==> src/rtl/wol_pkg.sv <==
`timescale 1ns/1ps
package wol_pkg;
    localparam int BYTE_W      = 8;
    localparam int MAC_BYTES   = 6;
    localparam int HDR_BYTES   = 14;
    localparam int SYNC_BYTES  = 6;
    localparam int ADDR_COPIES = 16;
    localparam logic [BYTE_W-1:0] SYNC_VAL = 8'hFF;

    // control word bit positions
    localparam int CB_EN    = 0;
    localparam int CB_MODE  = 1;
    localparam int CB_IE    = 2;
    localparam int CB_RELAX = 3;
    localparam int CB_CLR   = 4;
    localparam int CTL_W    = 5;

    // packed so that field order matches the CB_* positions
    typedef struct packed {
        logic relax;
        logic ie;
        logic mode;
        logic en;
    } ctl_bits_t;
endpackage

==> src/rtl/wol_dest_check.sv <==
`timescale 1ns/1ps
// Tracks the byte position inside a frame and compares the destination field.
module wol_dest_check #(
    parameter int BYTE_W    = wol_pkg::BYTE_W,
    parameter int MAC_BYTES = wol_pkg::MAC_BYTES,
    parameter int HDR_BYTES = wol_pkg::HDR_BYTES
) (
    input  logic                          clk,
    input  logic                          rst_n,
    input  logic                          clr,
    input  logic                          rx_valid,
    input  logic                          rx_sof,
    input  logic                          rx_eof,
    input  logic [BYTE_W-1:0]             rx_data,
    input  logic [MAC_BYTES*BYTE_W-1:0]   station_addr,
    output logic                          byte_ok,
    output logic                          frame_end,
    output logic                          payload_byte,
    output logic                          dest_hit
);
    localparam int IDX_W = $clog2(HDR_BYTES + 1);
    localparam logic [IDX_W-1:0] IDX_LAST = IDX_W'(HDR_BYTES);

    typedef struct packed {
        logic             active;
        logic [IDX_W-1:0] idx;
        logic             match;
    } dst_st_t;

    dst_st_t          st_d, st_q;
    logic [IDX_W-1:0] cur_idx;
    logic             cur_match;

    always_comb begin
        st_d      = st_q;
        byte_ok   = rx_valid && (rx_sof || st_q.active);
        cur_idx   = rx_sof ? '0 : st_q.idx;
        cur_match = rx_sof ? 1'b1 : st_q.match;
        if (byte_ok) begin
            for (int i = 0; i < MAC_BYTES; i++) begin
                if (cur_idx == IDX_W'(i) &&
                    rx_data != station_addr[i*BYTE_W +: BYTE_W]) begin
                    cur_match = 1'b0;
                end
            end
            st_d.active = !rx_eof;
            st_d.idx    = (cur_idx == IDX_LAST) ? cur_idx : cur_idx + 1'b1;
            st_d.match  = cur_match;
        end
        if (clr) begin
            st_d = '0;
        end
        frame_end    = byte_ok && rx_eof;
        payload_byte = byte_ok && (cur_idx == IDX_LAST);
        dest_hit     = cur_match;
    end

    always_ff @(posedge clk or negedge rst_n) begin
        if (!rst_n) begin
            st_q <= '0;
        end else begin
            st_q <= st_d;
        end
    end
endmodule

==> src/rtl/wol_pattern_scan.sv <==
`timescale 1ns/1ps
// Searches the payload for a sync run followed by repeated station address copies.
module wol_pattern_scan #(
    parameter int                BYTE_W      = wol_pkg::BYTE_W,
    parameter int                MAC_BYTES   = wol_pkg::MAC_BYTES,
    parameter int                SYNC_BYTES  = wol_pkg::SYNC_BYTES,
    parameter int                ADDR_COPIES = wol_pkg::ADDR_COPIES,
    parameter logic [BYTE_W-1:0] SYNC_VAL    = wol_pkg::SYNC_VAL
) (
    input  logic                        clk,
    input  logic                        rst_n,
    input  logic                        clr,
    input  logic                        restart,
    input  logic                        scan_en,
    input  logic [BYTE_W-1:0]           rx_data,
    input  logic [MAC_BYTES*BYTE_W-1:0] station_addr,
    output logic                        found
);
    localparam int SY_W = $clog2(SYNC_BYTES + 1);
    localparam int PS_W = $clog2(MAC_BYTES);
    localparam int CP_W = $clog2(ADDR_COPIES + 1);
    localparam logic [SY_W-1:0] SYNC_FULL = SY_W'(SYNC_BYTES);
    localparam logic [SY_W-1:0] SYNC_ONE  = SY_W'(1);
    localparam logic [PS_W-1:0] POS_LAST  = PS_W'(MAC_BYTES - 1);
    localparam logic [CP_W-1:0] CP_LAST   = CP_W'(ADDR_COPIES - 1);

    typedef struct packed {
        logic [SY_W-1:0] sync;
        logic [PS_W-1:0] pos;
        logic [CP_W-1:0] copies;
        logic            found;
    } scan_st_t;

    scan_st_t          st_d, st_q, base;
    logic [BYTE_W-1:0] exp_byte;
    logic              is_sync;

    always_comb begin
        base = restart ? '0 : st_q;
        st_d = base;
        exp_byte = '0;
        for (int i = 0; i < MAC_BYTES; i++) begin
            if (base.pos == PS_W'(i)) begin
                exp_byte = station_addr[i*BYTE_W +: BYTE_W];
            end
        end
        is_sync = (rx_data == SYNC_VAL);
        if (scan_en && !base.found) begin
            if (base.sync != SYNC_FULL) begin
                st_d.sync = is_sync ? base.sync + 1'b1 : '0;
            end else if (rx_data == exp_byte) begin
                if (base.pos == POS_LAST) begin
                    st_d.pos    = '0;
                    st_d.copies = base.copies + 1'b1;
                    if (base.copies == CP_LAST) begin
                        st_d.found = 1'b1;
                    end
                end else begin
                    st_d.pos = base.pos + 1'b1;
                end
            end else if (is_sync && base.pos == '0 && base.copies == '0) begin
                st_d = base;  // longer sync run before the first copy
            end else begin
                st_d.pos    = '0;
                st_d.copies = '0;
                st_d.sync   = is_sync ? SYNC_ONE : '0;
            end
        end
        if (clr) begin
            st_d = '0;
        end
        found = st_d.found;
    end

    always_ff @(posedge clk or negedge rst_n) begin
        if (!rst_n) begin
            st_q <= '0;
        end else begin
            st_q <= st_d;
        end
    end
endmodule

==> src/rtl/wol_irq_ctrl.sv <==
`timescale 1ns/1ps
// Control bits, detection mode gating, sticky wake flag and interrupt gating.
module wol_irq_ctrl
    import wol_pkg::*;
#(
    parameter bit PG_ENTRY = 1'b1
) (
    input  logic             clk,
    input  logic             rst_n,
    input  logic             sw_reset,
    input  logic             stop_cmd,
    input  logic             ctl_wr,
    input  logic [CTL_W-1:0] ctl_wdata,
    input  logic             relax_ext,
    input  logic             pwr_good,
    input  logic             glb_ie,
    input  logic             frame_hit,
    output ctl_bits_t        ctl_bits,
    output logic             mode_active,
    output logic             relaxed,
    output logic             wake_flag,
    output logic             irq
);
    typedef struct packed {
        ctl_bits_t ctl;
        logic      flag;
    } ctrl_st_t;

    ctrl_st_t st_d, st_q;
    logic     entry_alt;

    generate
        if (PG_ENTRY) begin : g_pg_entry
            assign entry_alt = st_q.ctl.en | pwr_good;
        end else begin : g_strict_entry
            logic unused_pg;
            assign unused_pg = pwr_good;
            assign entry_alt = st_q.ctl.en;
        end
    endgenerate

    always_comb begin
        st_d = st_q;
        if (ctl_wr) begin
            st_d.ctl = ctl_bits_t'(ctl_wdata[CB_RELAX:CB_EN]);
            if (ctl_wdata[CB_CLR]) begin
                st_d.flag = 1'b0;
            end
        end
        if (frame_hit) begin
            st_d.flag = 1'b1;
        end
        if (stop_cmd) begin
            st_d.flag = 1'b0;
        end
        if (sw_reset) begin
            st_d = '0;
        end
    end

    always_ff @(posedge clk or negedge rst_n) begin
        if (!rst_n) begin
            st_q <= '0;
        end else begin
            st_q <= st_d;
        end
    end

    assign ctl_bits    = st_q.ctl;
    assign mode_active = st_q.ctl.mode & entry_alt;
    assign relaxed     = st_q.ctl.relax | relax_ext;
    assign wake_flag   = st_q.flag;
    assign irq         = st_q.flag & st_q.ctl.ie & glb_ie;
endmodule

==> src/rtl/wol_detector.sv <==
`timescale 1ns/1ps
module wol_detector
    import wol_pkg::*;
#(
    parameter bit PG_ENTRY    = 1'b1,
    parameter int MAC_BYTES   = wol_pkg::MAC_BYTES,
    parameter int HDR_BYTES   = wol_pkg::HDR_BYTES,
    parameter int SYNC_BYTES  = wol_pkg::SYNC_BYTES,
    parameter int ADDR_COPIES = wol_pkg::ADDR_COPIES
) (
    input  logic                        clk,
    input  logic                        rst_n,
    input  logic                        sw_reset,
    input  logic                        stop_cmd,
    input  logic                        rx_valid,
    input  logic                        rx_sof,
    input  logic                        rx_eof,
    input  logic                        rx_good,
    input  logic [BYTE_W-1:0]           rx_data,
    input  logic [MAC_BYTES*BYTE_W-1:0] station_addr,
    input  logic                        ctl_wr,
    input  logic [CTL_W-1:0]            ctl_wdata,
    input  logic                        relax_ext,
    input  logic                        pwr_good,
    input  logic                        glb_ie,
    output logic [3:0]                  ctl_bits,
    output logic                        mode_active,
    output logic                        wake_flag,
    output logic                        irq
);
    logic      clr;
    logic      byte_ok;
    logic      frame_end;
    logic      payload_byte;
    logic      dest_hit;
    logic      found;
    logic      relaxed;
    logic      frame_hit;
    ctl_bits_t ctl_q;

    assign clr = sw_reset | stop_cmd;

    wol_dest_check #(
        .BYTE_W    (BYTE_W),
        .MAC_BYTES (MAC_BYTES),
        .HDR_BYTES (HDR_BYTES)
    ) i_dest (
        .clk          (clk),
        .rst_n        (rst_n),
        .clr          (clr),
        .rx_valid     (rx_valid),
        .rx_sof       (rx_sof),
        .rx_eof       (rx_eof),
        .rx_data      (rx_data),
        .station_addr (station_addr),
        .byte_ok      (byte_ok),
        .frame_end    (frame_end),
        .payload_byte (payload_byte),
        .dest_hit     (dest_hit)
    );

    wol_pattern_scan #(
        .BYTE_W      (BYTE_W),
        .MAC_BYTES   (MAC_BYTES),
        .SYNC_BYTES  (SYNC_BYTES),
        .ADDR_COPIES (ADDR_COPIES),
        .SYNC_VAL    (SYNC_VAL)
    ) i_scan (
        .clk          (clk),
        .rst_n        (rst_n),
        .clr          (clr),
        .restart      (byte_ok && rx_sof),
        .scan_en      (payload_byte),
        .rx_data      (rx_data),
        .station_addr (station_addr),
        .found        (found)
    );

    assign frame_hit = frame_end && rx_good && (dest_hit || relaxed) &&
                       found && mode_active;

    wol_irq_ctrl #(
        .PG_ENTRY (PG_ENTRY)
    ) i_ctrl (
        .clk         (clk),
        .rst_n       (rst_n),
        .sw_reset    (sw_reset),
        .stop_cmd    (stop_cmd),
        .ctl_wr      (ctl_wr),
        .ctl_wdata   (ctl_wdata),
        .relax_ext   (relax_ext),
        .pwr_good    (pwr_good),
        .glb_ie      (glb_ie),
        .frame_hit   (frame_hit),
        .ctl_bits    (ctl_q),
        .mode_active (mode_active),
        .relaxed     (relaxed),
        .wake_flag   (wake_flag),
        .irq         (irq)
    );

    assign ctl_bits = ctl_q;
endmodule

==> config.mk <==
export PLATFORM = sky130hd
export DESIGN_NAME = wol_detector
export DESIGN_NICKNAME = d
export VERILOG_FILES = /design/src/rtl/wol_pkg.sv /design/src/rtl/wol_dest_check.sv /design/src/rtl/wol_pattern_scan.sv /design/src/rtl/wol_irq_ctrl.sv /design/src/rtl/wol_detector.sv
export SDC_FILE = /design/constraint.sdc
export NUM_CORES = 1
export LEC_CHECK = 0
export ABC_AREA = 1
export CAP_MARGIN = 20
export CORE_MARGIN = 10
export CORE_UTILIZATION = 54
export CTS_BUF_LIST = sky130_fd_sc_hd__clkbuf_8 sky130_fd_sc_hd__clkbuf_16
export DETAILED_ROUTE_END_ITERATION = 12
export PLACE_DENSITY = 0.85
export SLEW_MARGIN = 10
export SYNTH_ARGS = -nofsm -noshare
export SYNTH_HDL_FRONTEND = slang
export SYNTH_SLANG_ARGS = --single-unit
==> constraint.sdc <==
create_clock -name clk -period 5.35 [get_ports clk]
set_input_delay 1.07 -clock clk [delete_from_list [all_inputs] [get_ports clk]]
set_output_delay 1.07 -clock clk [all_outputs]
set_load 0.01 [all_outputs]
==> results_dict.tcl, run 1 <==
set metrics [dict create \
    fin_crit_ps 4050 \
    diodes 0 \
    num_vias 3616 \
    io_pins 80 \
    yosys_warnings 0 \
    nNetsFinal 666 \
    max_freq_mhz 247 \
    pwr-share-comb_pct 37.4 \
    setup_viol 0 \
    synth_area_leader_cell "nand2_1" \
    syn_to_final_growth_pct 28.1 \
    cts_setup_buffers 0 \
    hold_viol 0 \
    critPathMaxFanout 18 \
    grt_pass1_vias 3522 \
    path_class "input pin to register" \
    drtIter0Drc 211 \
    crit_arrival_ps 4210 \
    synth_common_cells "162 x nand2_1, 54 x nand3_1, 46 x inv_1" \
    crit_path_end_kind "register" \
    final_core_util_pct 72.0 \
    htree_num_levels 1 \
    clock_latency_ps 270 \
    die_w_um 95.9 \
    synth_seq_area_share_pct 18.5 \
    grt_use_total_pct 21.1 \
    swShare_pct 32.0 \
    report.final.slew_viol_count 0 \
    power.leakage_nw 1.89 \
    slew_headroom_pct 33.3 \
    dieHeight_um 95.9 \
    synth.distinct_cells 42 \
    tightest_slew_ps 997 \
    synth-edff-count 0 \
    cts_resized 0 \
    grt_first_pass_wirelength_um 16100 \
    grt_setup_unrepaired "false" \
    root_buffer "clkbuf_8" \
    gp_congestion 0.942 \
    clk_pin_slew_worst_paths_ps 90 \
    ant_nets 0 \
    antenna_found_initial 0 \
    synth_cells 512 \
    core-area_mm2 0.00554 \
    cts_sinks 23 \
    viasPerCell 5.53 \
    netlist_area_mm2 0.00311 \
    p_seq_share_pct 38.1 \
    seq_area_um2 576 \
    switchingPower_w 0.000149 \
    status "completed" \
    start_util_pct 56.2 \
    finalSetupTns_ps 0 \
    grt_max_degree 24 \
    fill_cells 478 \
    drv_cap 0 \
    power_density_mw_per_mm2 117 \
    avgSynthCellArea_um2 6.08 \
    ys_ff_latch 23 \
    syn_nets 595 \
    dr.pass1.iters 5 \
    hold_class "register to register" \
    cts_tree "done" \
    clockBufferDepth 2 \
    p_clk_share_pct 24.5 \
    synth_top_area_share_pct 19.5 \
    wirelength_um 9750 \
    timing.final.crit_share_pct 75.6 \
    multi_input_area_mm2 0.00227 \
    vdd_drop_max_uv 262 \
    numCtsBuffers 3 \
    yosysMostFrequentCell "nand2_1" \
    cp-start-kind "input pin" \
    wire_per_inst_um 14.9 \
    holdBufCountCts 0 \
    drc 0 \
    synth_top_flop_cell "dfrtp_1" \
    die_area_mm2 0.00920 \
    std_cell_rows 27 \
    worstPathRequired_ps 5520 \
    final_layout_size_suffix_gt1_share_pct 9.45 \
    p_int_w 0.000318 \
    hpwlAfterDp_um 7890 \
    globalRouteOverflowTotal 0 \
    port_buffers 79 \
    synth_area_leaders "nand2_1 20%, dfrtp_1 18%, nand3_1 8.7%, xnor2_1 6.7%, inv_1 5.5%" \
    skew_ps 2.66 \
    ys_async_sr_fraction_pct 100 \
]
sequential cells by signal, summed over array words and instances, names as in the netlist:
name / cells
i_scan.st_q: 12
i_dest.st_q: 6
i_ctrl.ctl_bits: 4
i_ctrl.wake_flag: 1
critical path, cell delays in order:
cell,delay [ps]
clkdlybuf4s50_1,670
inv_2,70
nand2_2,100
nand3_4,240
nand2_2,210
nor2_1,70
ha_1,400
nor2_1,170
nand2_1,70
nand2_1,60
nand2_1,60
nand2_2,80
nand2_1,80
nand2_1,70
nand2_1,60
nor2_1,140
nand2_2,120
nor2_8,180
nand2_1,80
nand2_1,60
nand2_1,60
inv_2,50
nor2_2,20
layer usage:
layer  share of wire (%)  vias up  GRT usage (%)
met3                 8.3       22           3.89
met2                  47      170           36.2
met4                 2.2        0           6.39
li1                    -     1796              -
met5                   0        -              0
met1                  43     1628           26.1
cells by family (layout without fill, tap and decap cells):
kind of cell / after synthesis / in the layout / share of synthesized area (%)
adders and majority gates: 10 / 10 / 4.02
buffers and inverters: 66 / 136 / 8.56
AOI/OAI and AO/OA: 58 / 58 / 11.1
and+or+nand+nor: 325 / 325 / 49.4
DFF: 23 / 23 / 18.5
xor gates and xnor gates: 30 / 30 / 8.44
power by group through the flow:
stage          combinational, W  clock [W]  sequential (W)
2_1_floorplan         0.0000827          0        0.000182
3_3_place_gp           0.000168          0        0.000181
3_5_place_dp           0.000171          0        0.000181
4_1_cts                0.000172   0.000115        0.000178
5_1_grt                0.000191   0.000121        0.000178
6_report               0.000175   0.000115        0.000178
layout make-up:
class	instances	share of cell area, %
Multi-Input combinational cell	423	56.9
Timing Repair Buffer	80	20.2
Sequential cell	23	14.4
Inverter	52	4.95
Tap cell	72	2.26
Clock buffer	3	1.03
Clock inverter	1	0.188
metrics by stage:
step	area [µm²]	hold slack, ps	setup slack (ps)	total power, W	instances
after global routing	3990	585	964	0.000490	654
after floorplan	3110	514	2040	0.000265	512
final	3990	545	1300	0.000467	654
after detailed placement	3930	533	1070	0.000352	649
after CTS	3980	545	1340	0.000465	653
after global placement	3930	526	1210	0.000349	649
worst paths after layout:
path / to / cells past startpoint / slack, ps / start
setup reg to reg: i_scan.st_q[4] / 20 / 2380 / i_dest.st_q[5]
min in group asynchronous: i_scan.st_q[2] / 1 / 1070 / rst_n
max in group asynchronous: i_dest.st_q[3] / 2 / 3840 / rst_n
setup / recovery: i_scan.st_q[4] / 23 / 1300 / rx_sof
hold / removal: i_dest.st_q[1] / 2 / 540 / i_dest.st_q[1]
hold reg to reg: i_dest.st_q[1] / 2 / 540 / i_dest.st_q[1]
layout by cell type (no fill, tap or decap), types with 14 or more instances in the layout:
cell / count
a21oi_1: 20
clkdlybuf4s50_1: 79
dfrtp_1: 23
inv_1: 46
nand2_1: 162
nand3_1: 54
nor2_1: 40
o21ai_0: 22
or2_2: 14
xnor2_1: 24
(Power assumes the default switching activity.)
==> run 2: changes to the inputs <==
--- a/config.mk
+++ b/config.mk
@@ -8,10 +8,10 @@
 export ABC_AREA = 1
 export CAP_MARGIN = 20
 export CORE_MARGIN = 10
-export CORE_UTILIZATION = 54
+export CORE_UTILIZATION = 46
 export CTS_BUF_LIST = sky130_fd_sc_hd__clkbuf_8 sky130_fd_sc_hd__clkbuf_16
 export DETAILED_ROUTE_END_ITERATION = 12
-export PLACE_DENSITY = 0.85
+export PLACE_DENSITY = 0.77
 export SLEW_MARGIN = 10
 export SYNTH_ARGS = -nofsm -noshare
 export SYNTH_HDL_FRONTEND = slang
==> constraint.sdc (replaced) <==
create_clock -name clk -period 3.5 [get_ports clk]
set_input_delay 0.7 -clock clk [delete_from_list [all_inputs] [get_ports clk]]
set_output_delay 0.7 -clock clk [all_outputs]
set_load 0.01 [all_outputs]
==> run 2 against run 1 <==
Clock power up 43%. Sequential power up 53%. Sequential share of layout area down 0.31 points. Flip-flop and latch count unchanged. Clock-buffer cell count unchanged. Register-to-register slack worse by 1500 ps. Total power up 52%. Global-route usage down 2.3 points. Combinational power up 56%. Hold slack better by 7.3 ps. Critical endpoint unchanged. Largest power group is now combinational cells.
==> results_dict.tcl, run 2 (synthesis gave the netlist of run 1 again) <==
set metrics [dict create \
    status "completed" \
    final_layout_size_suffix_gt1_share_pct 11.3 \
    numCtsBuffers 3 \
    report.final.slew_viol_count 0 \
    holdPathEnd "i_dest.st_q[1]" \
    antenna_found_initial 0 \
    core-area_mm2 0.00646 \
    reg2regPathDepth 23 \
    port_buffers 79 \
    drtIter0Drc 128 \
    top_register "i_scan.st_q" \
    start_util_pct 48.2 \
    r2r_end "i_scan.st_q[4]" \
    final_cell_mix "162 x nand2_1, 79 x clkdlybuf4s50_1, 54 x nand3_1" \
    viasPerCell 5.40 \
    syn_to_final_growth_pct 30.9 \
    dr.pass1.iters 4 \
    num_vias 3621 \
    diodes 0 \
    worstPathRequired_ps 3660 \
    drv_cap 0 \
    std_cell_rows 29 \
    r2r_setup_slack_ps 920 \
    globalRouteOverflowTotal 0 \
    grt_first_pass_wirelength_um 16200 \
    crit_top_cell "nand2_1" \
    finalSetupTns_ps 0 \
    grt_use_total_pct 18.8 \
    setup_viol 0 \
    clock_latency_ps 270 \
    crit_start "rx_sof" \
    hold_path_depth 2 \
    cts_resized 0 \
    critPathMaxFanout 9 \
    fill_cells 622 \
    slew_headroom_pct 65.8 \
    wirelength_um 9990 \
    gp_congestion 0.910 \
    cts_setup_buffers 0 \
    hold_viol 0 \
    hold_class "register to register" \
    power_density_mw_per_mm2 174 \
    hpwlAfterDp_um 8250 \
    drc 0 \
    nNetsFinal 678 \
    whs_ps 552 \
    layout_commonest_cell "nand2_1" \
    htree_num_levels 1 \
    reg2reg_from "i_dest.st_q[5]" \
    clk_pin_slew_worst_paths_ps 80 \
    hp-start "i_dest.st_q[1]" \
    tightest_slew_ps 514 \
    dieHeight_um 102 \
    io_pins 80 \
    root_buffer "clkbuf_8" \
    crit_path_end_kind "register" \
    die_area_mm2 0.0105 \
    max_freq_mhz 315 \
    skew_ps 6.58 \
    cts_sinks 23 \
    cp_slowest_cell "clkdlybuf4s50_1" \
    holdBufCountCts 0 \
    timing.final.crit_share_pct 90.8 \
    wire_per_inst_um 14.9 \
    largest_reg_flops 12 \
    ant_nets 0 \
    grt_setup_unrepaired "false" \
    cts_tree "done" \
    crit_chain "clkdlybuf4s50_1, inv_2, nand2_2, nand3_4, buf_4, nand3_4, nor2_4, nand2_1, nand3_1, nand2_1, nand2_1, nand2_1, nand2_1, nand2_1, nand2_1, nand2_1, nor2_1, nand2_2, nor2_8, nand2_1, nand2_1, nand2_1, inv_2, nor2_2" \
    power.leakage_nw 1.95 \
    clockBufferDepth 2 \
    die_w_um 102 \
    crit_arrival_ps 3340 \
    grt_pass1_vias 3519 \
    cp-start-kind "input pin" \
    vdd_drop_max_uv 211 \
    timing.critical_path.slowest_cell_delay_ps 510 \
    grt_max_degree 24 \
    path_class "input pin to register" \
    fin_crit_ps 3180 \
]
==> run 2: worst max path at each step <==
stage / end / slack [ps]
floorplan: i_scan.st_q[4] / 560
global placement: i_scan.st_q[9] / 30
detailed placement: i_scan.st_q[2] / -70
CTS: i_scan.st_q[2] / 210
global route: i_scan.st_q[2] / 20
finish: i_scan.st_q[4] / 320
==> run 2: area by class of cell <==
class | instances | area (µm²) | area share, %
multi-input combinational | 423 | 2270 | 55.8
timing repair buffer | 92 | 888 | 21.8
sequential | 23 | 576 | 14.1
inverter | 52 | 198 | 4.85
tap | 77 | 96.3 | 2.36
clock buffer | 3 | 41.3 | 1.01
clock inverter | 1 | 3.75 | 0.0921
==> run 2: metal layers <==
metal / track usage [%] / vias up / share of wire [%]
li1: - / 1820 / -
met1: 22.8 / 1653 / 44
met2: 32.8 / 129 / 47
met3: 3.58 / 19 / 7.4
met4: 5.64 / 0 / 2.2
met5: 0 / - / 0
==> run 2: stage by stage <==
step / setup slack (ps) / cell area [µm²] / cells / power, W / util (%)
floorplan: 556 / 3110 / 512 / 0.000404 / -
global placement: 32.1 / 4030 / 667 / 0.000545 / 62.4
detailed placement: -70.3 / 4030 / 667 / 0.000547 / 62.4
CTS: 209 / 4080 / 671 / 0.000713 / 63.1
global route: 15.4 / 4080 / 671 / 0.000748 / 63.1
finish: 321 / 4080 / 671 / 0.000709 / 63.1
==> run 2: critical path, delay by kind of cell <==
| family | cells | cell delay, ps |
|---|---|---|
| buffers and inverters | 4 | 840 |
| AND/OR/NAND/NOR | 20 | 1770 |
==> run 2: power by group <==
| group | internal (W) | total (W) | leakage, nW | switching (W) |
|---|---|---|---|---|
| Sequential | 0.000269 | 0.000272 | 0.318 | 0.00000244 |
| Clock | 0.0000785 | 0.000165 | 0.0269 | 0.0000864 |
| Combinational | 0.000141 | 0.000273 | 1.60 | 0.000132 |
| Total | 0.000488 | 0.000709 | 1.95 | 0.000221 |
==> run 3: changes to the inputs <==
--- a/config.mk
+++ b/config.mk
@@ -8,10 +8,10 @@
 export ABC_AREA = 1
 export CAP_MARGIN = 20
 export CORE_MARGIN = 10
-export CORE_UTILIZATION = 46
+export CORE_UTILIZATION = 40
 export CTS_BUF_LIST = sky130_fd_sc_hd__clkbuf_8 sky130_fd_sc_hd__clkbuf_16
 export DETAILED_ROUTE_END_ITERATION = 12
-export PLACE_DENSITY = 0.77
+export PLACE_DENSITY = 0.7
 export SLEW_MARGIN = 10
 export SYNTH_ARGS = -nofsm -noshare
 export SYNTH_HDL_FRONTEND = slang
==> run 3 against run 2 <==
Worst setup slack worse by 17 ps. Non-clock buffer count increased by 1. Via count is 1.8% lower. Largest power group unchanged. Critical endpoint unchanged.
==> results_dict.tcl, run 3 (synthesis gave the netlist of run 1 again) <==
set metrics [dict create \
    reg2regPathDepth 23 \
    grt_setup_unrepaired "false" \
    globalRouteOverflowTotal 0 \
    layout_commonest_cell "nand2_1" \
    r2r_end "i_scan.st_q[4]" \
    ant_nets 0 \
    viasPerCell 5.10 \
    path_depth 24 \
    cp_slowest_cell "clkdlybuf4s50_1" \
    r2r_setup_slack_ps 880 \
    drc 0 \
    num_vias 3557 \
    path_class "input pin to register" \
    drv_cap 0 \
    dr.pass1.iters 4 \
    critPathMaxFanout 9 \
    timing.critical_path.slowest_cell_delay_ps 510 \
    vdd_drop_max_uv 201 \
    cp-start-kind "input pin" \
    crit_arrival_ps 3360 \
    holdBufCountCts 0 \
    status "completed" \
    clockBufferDepth 2 \
    wire_per_inst_um 14.8 \
    dieHeight_um 108 \
    final_layout_size_suffix_gt1_share_pct 11.6 \
    tightest_slew_ps 482 \
    report.final.slew_viol_count 0 \
    syn_to_final_growth_pct 32.3 \
    cp_num_buf_inv 4 \
    die_w_um 108 \
    crit_chain "clkdlybuf4s50_1, inv_2, nand2_2, nand3_4, buf_4, nand3_4, nor2_4, nand2_1, nand3_1, nand2_1, nand2_1, nand2_1, nand2_2, nand2_1, nand2_1, nand2_1, nor2_1, nand2_2, nor2_8, nand2_1, nand2_1, nand2_1, inv_2, nor2_2" \
    largest_reg_flops 12 \
    grt_pass1_vias 3510 \
    die_area_mm2 0.0117 \
    start_util_pct 40.7 \
    port_buffers 79 \
    clk_pin_slew_worst_paths_ps 90 \
    whs_ps 545 \
    max_freq_mhz 313 \
    grt_use_total_pct 17.2 \
    std_cell_rows 32 \
    multi_input_area_mm2 0.00227 \
    cts_resized 0 \
    top_register "i_scan.st_q" \
    slew_headroom_pct 67.8 \
    skew_ps 5.32 \
    fin_crit_ps 3200 \
    grt_max_degree 24 \
    worstPathRequired_ps 3660 \
    cts_tree "done" \
    nNetsFinal 679 \
    fill_cells 768 \
    htree_num_levels 1 \
    crit_start "rx_sof" \
    cts_sinks 23 \
    diodes 0 \
    hpwlAfterDp_um 8390 \
    path_delay_family "simple AND/OR/NAND/NOR gates" \
    numCtsBuffers 3 \
    dpl_worst_slack_ps -65.7 \
    setup_viol 0 \
    hold_path_depth 2 \
    hold_class "register to register" \
    crit_path_end_kind "register" \
    finalWorstSetupSlack_ps 304 \
    seq_area_um2 576 \
    gp_congestion 0.926 \
    wirelength_um 10300 \
    power_density_mw_per_mm2 176 \
    cts_setup_buffers 0 \
    reg2reg_from "i_dest.st_q[5]" \
    crit_top_cell "nand2_1" \
    cp-endpoint "i_scan.st_q[4]" \
    hold_viol 0 \
    io_pins 80 \
    drtIter0Drc 153 \
    antenna_found_initial 0 \
    final_cell_mix "162 x nand2_1, 79 x clkdlybuf4s50_1, 54 x nand3_1" \
    grt_first_pass_wirelength_um 16700 \
    root_buffer "clkbuf_8" \
    timing.final.crit_share_pct 91.3 \
    power.leakage_nw 1.95 \
    clock_latency_ps 270 \
    core-area_mm2 0.00765 \
]
[run 3: changes by cell type in the layout (fill, tap and decap cells not counted)]
cell	delta
inv_1	-1
clkinvlp_4	+1
buf_4	+1
[run 3: power by group]
group	internal, W	switching (W)
Combinational	0.000141	0.000134
Clock	0.0000808	0.0000961
Sequential	0.000269	0.00000242
[run 3: final cells by class]
type | count | share of cell area [%]
Sequential cell | 23 | 14.0
Tap cell | 102 | 3.10
Clock inverter | 1 | 0.182
Clock buffer | 3 | 1.00
Inverter | 52 | 4.80
Timing Repair Buffer | 93 | 21.7
Multi-Input combinational cell | 423 | 55.2
[run 3: worst min path at each step]
stage,start,endpoint
finish,i_ctrl.wake_flag,i_ctrl.wake_flag
global route,i_dest.st_q[1],i_dest.st_q[1]
CTS,i_dest.st_q[1],i_dest.st_q[1]
detailed placement,i_ctrl.wake_flag,i_ctrl.wake_flag
global placement,i_ctrl.wake_flag,i_ctrl.wake_flag
floorplan,rst_n,i_ctrl.ctl_bits[0]
[run 3: worst reg2reg max path: stages (launching register included)]
cell     delay [ps]
dfrtp_1         370
inv_1            80
nand2_2          80
nand3_4          80
buf_4           180
nand3_4         100
nor2_4          230
nand2_1          80
nand3_1          90
nand2_1          70
nand2_1          70
nand2_1          60
nand2_2          80
nand2_1          70
nand2_1          70
nand2_1          60
nor2_1          180
nand2_2         120
nor2_8          170
nand2_1          70
nand2_1          60
nand2_1          60
inv_2            50
nor2_2           20
[run 3: per-layer routing]
metal | up-vias | part of all wire, % | GRT usage, %
met5 | - | 0 | 0
met4 | 0 | 0.65 | 3.05
met3 | 6 | 6.3 | 2.97
met2 | 113 | 47 | 30.3
met1 | 1613 | 46 | 21.7
li1 | 1825 | - | -
[run 3: metrics by stage]
stage	instance area, µm²	cells	setup TNS, ps	util (%)	total power [W]
floorplan	3110	512	0	-	0.000404
global placement	4070	693	0	53.2	0.000549
detailed placement	4070	693	-333	53.2	0.000550
CTS	4120	697	0	53.8	0.000730
global route	4120	697	0	53.9	0.000765
finish	4120	697	0	53.9	0.000724
